[src/rtl/mw_read_slave.sv]
module mw_read_slave #(
  parameter int ADDR_W = 6,
  parameter int WORD_W = 16
) (
  input  logic              clk,
  input  logic              rst_n,
  input  logic              cs,
  input  logic              sk,
  input  logic              di,
  output logic              do_val,
  output logic              do_oe,
  input  logic              pre_we,
  input  logic [ADDR_W-1:0] pre_addr,
  input  logic [WORD_W-1:0] pre_data
);
  localparam int DEPTH = 1 << ADDR_W;
  localparam int PAD   = (ADDR_W == 7) ? 1 : 0;
  localparam int NA    = ADDR_W + PAD;
  localparam int CW    = $clog2(WORD_W + NA + 1);

  typedef enum logic [2:0] {S_IDLE, S_OPC, S_ADDR, S_DATA, S_IGN} st_t;

  st_t               st;
  logic              sk_q, opc_hi;
  logic [CW-1:0]     cnt;
  logic [ADDR_W-1:0] addr_sh;
  logic [WORD_W-1:0] word_sh;
  logic [WORD_W-1:0] mem [DEPTH];

  wire              sk_rise   = cs & sk & ~sk_q;
  wire [ADDR_W-1:0] addr_next = {addr_sh[ADDR_W-2:0], di};
  wire [ADDR_W-1:0] addr_inc  = addr_sh + 1'b1;

  always_ff @(posedge clk) begin
    if (pre_we) mem[pre_addr] <= pre_data;
  end

  always_ff @(posedge clk or negedge rst_n) begin
    if (!rst_n) sk_q <= 1'b0;
    else        sk_q <= sk;
  end

  always_ff @(posedge clk or negedge rst_n) begin
    if (!rst_n) begin
      st      <= S_IDLE;
      cnt     <= '0;
      opc_hi  <= 1'b0;
      addr_sh <= '0;
      word_sh <= '0;
      do_val  <= 1'b0;
      do_oe   <= 1'b0;
    end else if (!cs) begin
      st    <= S_IDLE;
      cnt   <= '0;
      do_oe <= 1'b0;
    end else if (sk_rise) begin
      case (st)
        S_IDLE: if (di) begin
          st  <= S_OPC;
          cnt <= '0;
        end
        S_OPC: begin
          if (cnt == '0) begin
            opc_hi <= di;
            cnt    <= cnt + 1'b1;
          end else begin
            cnt <= '0;
            st  <= (opc_hi && !di) ? S_ADDR : S_IGN;
          end
        end
        S_ADDR: begin
          addr_sh <= addr_next;
          if (cnt == CW'(NA - 1)) begin
            cnt     <= '0;
            word_sh <= mem[addr_next];
            do_val  <= 1'b0;
            do_oe   <= 1'b1;
            st      <= S_DATA;
          end else begin
            cnt <= cnt + 1'b1;
          end
        end
        S_DATA: begin
          do_val <= word_sh[WORD_W-1];
          if (cnt == CW'(WORD_W - 1)) begin
            cnt     <= '0;
            addr_sh <= addr_inc;
            word_sh <= mem[addr_inc];
          end else begin
            cnt     <= cnt + 1'b1;
            word_sh <= word_sh << 1;
          end
        end
        default: ;
      endcase
    end
  end


  cs_low_hiz_chk: assert property (@(posedge clk) disable iff (!rst_n)
    !cs |=> !do_oe);

  dummy_clk_chk: assert property (@(posedge clk) disable iff (!rst_n)
    (st == S_IDLE && sk_rise && !di) |=> (st == S_IDLE));

  bad_opc_chk: assert property (@(posedge clk) disable iff (!rst_n)
    (st == S_IGN) |-> !do_oe);

  lead_zero_chk: assert property (@(posedge clk) disable iff (!rst_n)
    $rose(do_oe) |-> !do_val);

  out_edge_chk: assert property (@(posedge clk) disable iff (!rst_n)
    !sk_rise |=> $stable(do_val));
endmodule

[config.mk]
export PLATFORM = sky130hd
export DESIGN_NAME = mw_read_slave
export DESIGN_NICKNAME = d
export VERILOG_FILES = /design/src/rtl/mw_read_slave.sv
export SDC_FILE = /design/constraint.sdc
export NUM_CORES = 2
export LEC_CHECK = 0
export ABC_AREA = 1
export BUFFER_PORTS_ARGS = -buffer_cell sky130_fd_sc_hd__buf_4
export CORE_UTILIZATION = 39
export CTS_BUF_LIST = sky130_fd_sc_hd__clkbuf_4
export CTS_CLUSTER_SIZE = 30
export DETAILED_ROUTE_END_ITERATION = 16
export SKIP_LAST_GASP = 1
export SLEW_MARGIN = 20
export SYNTH_ARGS = -nofsm -noshare
export SYNTH_HDL_FRONTEND = slang
export SYNTH_SLANG_ARGS = --single-unit
[constraint.sdc]
create_clock -name clk -period 2.3 [get_ports clk]
set_input_delay 0.115 -clock clk [delete_from_list [all_inputs] [get_ports clk]]
set_output_delay 0.115 -clock clk [all_outputs]
set_load 0.05 [all_outputs]
==> impl_metrics.tcl <==
set metrics [dict create \
    gp_congestion 0.956 \
    ys_types 38 \
    dp_hpwl_um 115000 \
    power.switching_fraction 0.391 \
    synthCells 6056 \
    fin_ws_ns -0.196 \
    async_flop_share 0.0321 \
    area_growth_pct 21.3 \
    htreeDepth 5 \
    clk_pin_slew_ns 0.07 \
    max_freq_mhz 401 \
    drc 0 \
    grt_usage 0.268 \
    rsz0062_at_grt "true" \
    port_buffers 29 \
    grt_max_degree 65 \
    pwr_density_cell_nw_per_um2 1000 \
    synthAdderAreaFrac 0.00138 \
    cts_inserted_buffers 304 \
    violations "negative setup slack" \
    io_pins 30 \
    synth_top_family_by_area "simple AND/OR/NAND/NOR gates" \
    synth_area_leaders "edfxtp_1 57%, nand3_1 12%, nand2_1 10%" \
    muxShareOfSynthArea 0 \
    fin_skew_ns 0.0762 \
    period_needed_ns 2.50 \
    end_kind "flop" \
    arrival_ns 3.66 \
    slew_headroom 0.369 \
    wire_per_inst_um 22.2 \
    synth_seq_area_share 0.581 \
    status "complete, but fails checks" \
    post_drt_via_cell_ratio 5.47 \
    ant_nets 0 \
    wl_um 192000 \
    critPathKind "reg -> reg" \
    path_common_cell "nand2_1" \
    synth_area_um2 54400 \
    grt_pass1_wl_um 282000 \
    final_max_slew_viol_count 0 \
    synth-seq-cells 1058 \
    irDropWorstVdd_mv 0.728 \
    cts-root-buf "clkbuf_4" \
    grt-ovfl-total 0 \
    setup_viol 16 \
    power_mw 66.0 \
    synthXorXnorAreaFrac 0.000920 \
    cts_tree "built" \
    whs_ns 0.0968 \
    yosys_warnings 0 \
    period_share 1.09 \
    yosysTopAreaCellShare 0.565 \
    cellLeakagePower_nw 28.2 \
    crit_path_start_kind "flop" \
    final_common_cell "nand2_1" \
    place_inst 7990 \
    final_nets 6570 \
    layout-drive-gt1-share 0.193 \
    clk_path_buf_depth 4 \
    clkLatencyLatePin_ns 1.27 \
    hold_path_class "in -> reg" \
    antenna_found_initial 5 \
    core_area_um2 138000 \
    drt-pass1-iter-count 7 \
    worst_slew_pin_slew_ns 0.946 \
    first_global_vias 46000 \
    start_util 0.394 \
    yosys.area.top_type "edfxtp_1" \
    combPwrFrac 0.418 \
    vias 47100 \
    hold_viol_final 0 \
    avgSynthCellArea_um2 8.98 \
    die_w_um 375 \
    postPlaceCellArea_um2 59900 \
    final_cell_mix "1471 x nand2_1, 1209 x nand3_1, 1024 x edfxtp_1, 871 x inv_1, 429 x clkbuf_4" \
    max_cap_viol_count 0 \
    clkPwrFrac 0.256 \
    rows 136 \
    synth_ff_type "edfxtp_1" \
    dieHeight_um 375 \
    dieArea_um2 141000 \
    synth_compound_area_frac 0.0586 \
    synth_edf_count 1024 \
    p_seq_frac 0.327 \
    synthSimpleGateAreaFrac 0.261 \
    clock-sinks 1058 \
    p_int_mw 40.2 \
    worstPathMaxFanout 53 \
    drt_iter0_markers 5265 \
    switchingPower_mw 25.8 \
    fin_cells 8612 \
    slowest_delay_ns 0.56 \
    synth_fp_nets 6090 \
    required_ns 3.46 \
    slowest_stage "dfrtp_4" \
    crit_chain "buf_6 -> buf_16 -> buf_4 -> nand2_1 -> o211ai_1 -> nand3_1 -> nand3_1 -> nand2_1 -> nand2_1 -> nor2_4 -> nor2_1 -> a21oi_1" \
    final_cell_area_um2 66000 \
    place_ws_ns -0.403 \
]
power groups by stage:
stage               Sequential [mW]  Combinational [mW]  Clock, mW
floorplan                      21.9                12.0          0
global placement               21.9                23.3          0
detailed placement             21.9                23.4          0
CTS                            21.5                26.3       17.2
global route                   21.6                28.9       18.2
finish                         21.5                27.6       16.9
what timing repair did:
item                       in CTS  in global routing
cloned                         14                  3
setup endpoints to repair      16                 16
gates resized for setup       174                 62
hold endpoints to repair     2116                  0
setup buffers                  19                  3
hold buffers                   64                  0
pin swaps                      44                 18
cell usage after synthesis, types with 2 or more instances:
| master | count |
|---|---|
| buf_1 | 23 |
| inv_2 | 7 |
| o22ai_1 | 2 |
| clkbuf_1 | 72 |
| clkinv_1 | 2 |
| edfxtp_1 | 1024 |
| o21ai_1 | 3 |
| a21oi_1 | 98 |
| inv_1 | 872 |
| dfrtp_1 | 34 |
| buf_4 | 17 |
| buf_6 | 12 |
| xor2_2 | 2 |
| nor4_1 | 8 |
| nand3_1 | 1332 |
| nor2_1 | 299 |
| buf_2 | 266 |
| nand2_1 | 1476 |
| o211ai_1 | 305 |
| ha_1 | 6 |
| nand4_1 | 10 |
| and3_1 | 3 |
| nor3_1 | 4 |
| o21ai_0 | 47 |
| inv_4 | 2 |
| a32oi_1 | 15 |
| o31ai_1 | 2 |
| or2_2 | 102 |
| nor2_4 | 2 |
through the flow:
step | TNS, ns | util
2_1_floorplan | -47.24 | -
3_3_place_gp | -3.59 | 0.434
3_5_place_dp | -3.88 | 0.434
4_1_cts | -1.10 | 0.475
5_1_grt | -3.22 | 0.478
6_report | -2.11 | 0.478
state kept, by name, indices dropped and copies added (netlist names):
| signal | count |
|---|---|
| st | 3 |
| sk_q | 1 |
| cnt | 5 |
| word_sh | 16 |
| do_oe | 1 |
| addr_sh | 6 |
| do_val | 1 |
| mem | 1024 |
| opc_hi | 1 |
routing by layer:
| metal | global-route usage | part of all wire |
|---|---|---|
| met4 | 0.147 | 0.053 |
| met3 | 0.0605 | 0.10 |
| met2 | 0.411 | 0.44 |
| met5 | 0 | 0.000068 |
| met1 | 0.352 | 0.40 |
critical path, delay by kind of cell (launching register included):
family          cells  cell delay, ns
simple gates        7            0.96
compound gates      2            0.23
buf+inv             3            0.56
flops               1            0.56
path summary, 6_finish.rpt:
kind,start,end,slack [ns],depth (start not counted)
max reg2reg,addr_sh[0],word_sh[6],-0.20,12
min,pre_data[4],mem[15][4],0.1,2
max in group asynchronous,rst_n,addr_sh[2],1.59,5
max,addr_sh[0],word_sh[6],-0.20,12
min in group asynchronous,rst_n,st[1],0.46,5
min reg2reg,opc_hi,opc_hi,0.49,2
kinds of logic (layout without fill, tap and decap cells):
kind of cell	after synthesis	in the layout
AND/OR/NAND/NOR	3243	3243
other	0	9
flip-flops	1058	1058
XOR/XNOR	4	4
AO/OA/AOI/OAI	472	472
buffers and inverters	1273	1957
adder cells (fa/ha/maj)	6	6
cell type report:
| class | instances | area [µm²] |
|---|---|---|
| fill | 12900 | 72000 |
| sequential | 1058 | 31600 |
| multi-input combinational | 3725 | 18700 |
| timing repair buffer | 562 | 6410 |
| inverter | 883 | 3360 |
| clock buffer | 429 | 3220 |
| tap | 1863 | 2330 |
| clock inverter | 81 | 370 |
| timing repair inverter | 2 | 27.5 |
| antenna | 9 | 22.5 |
No activity file was read; power rests on OpenSTA's default activity.
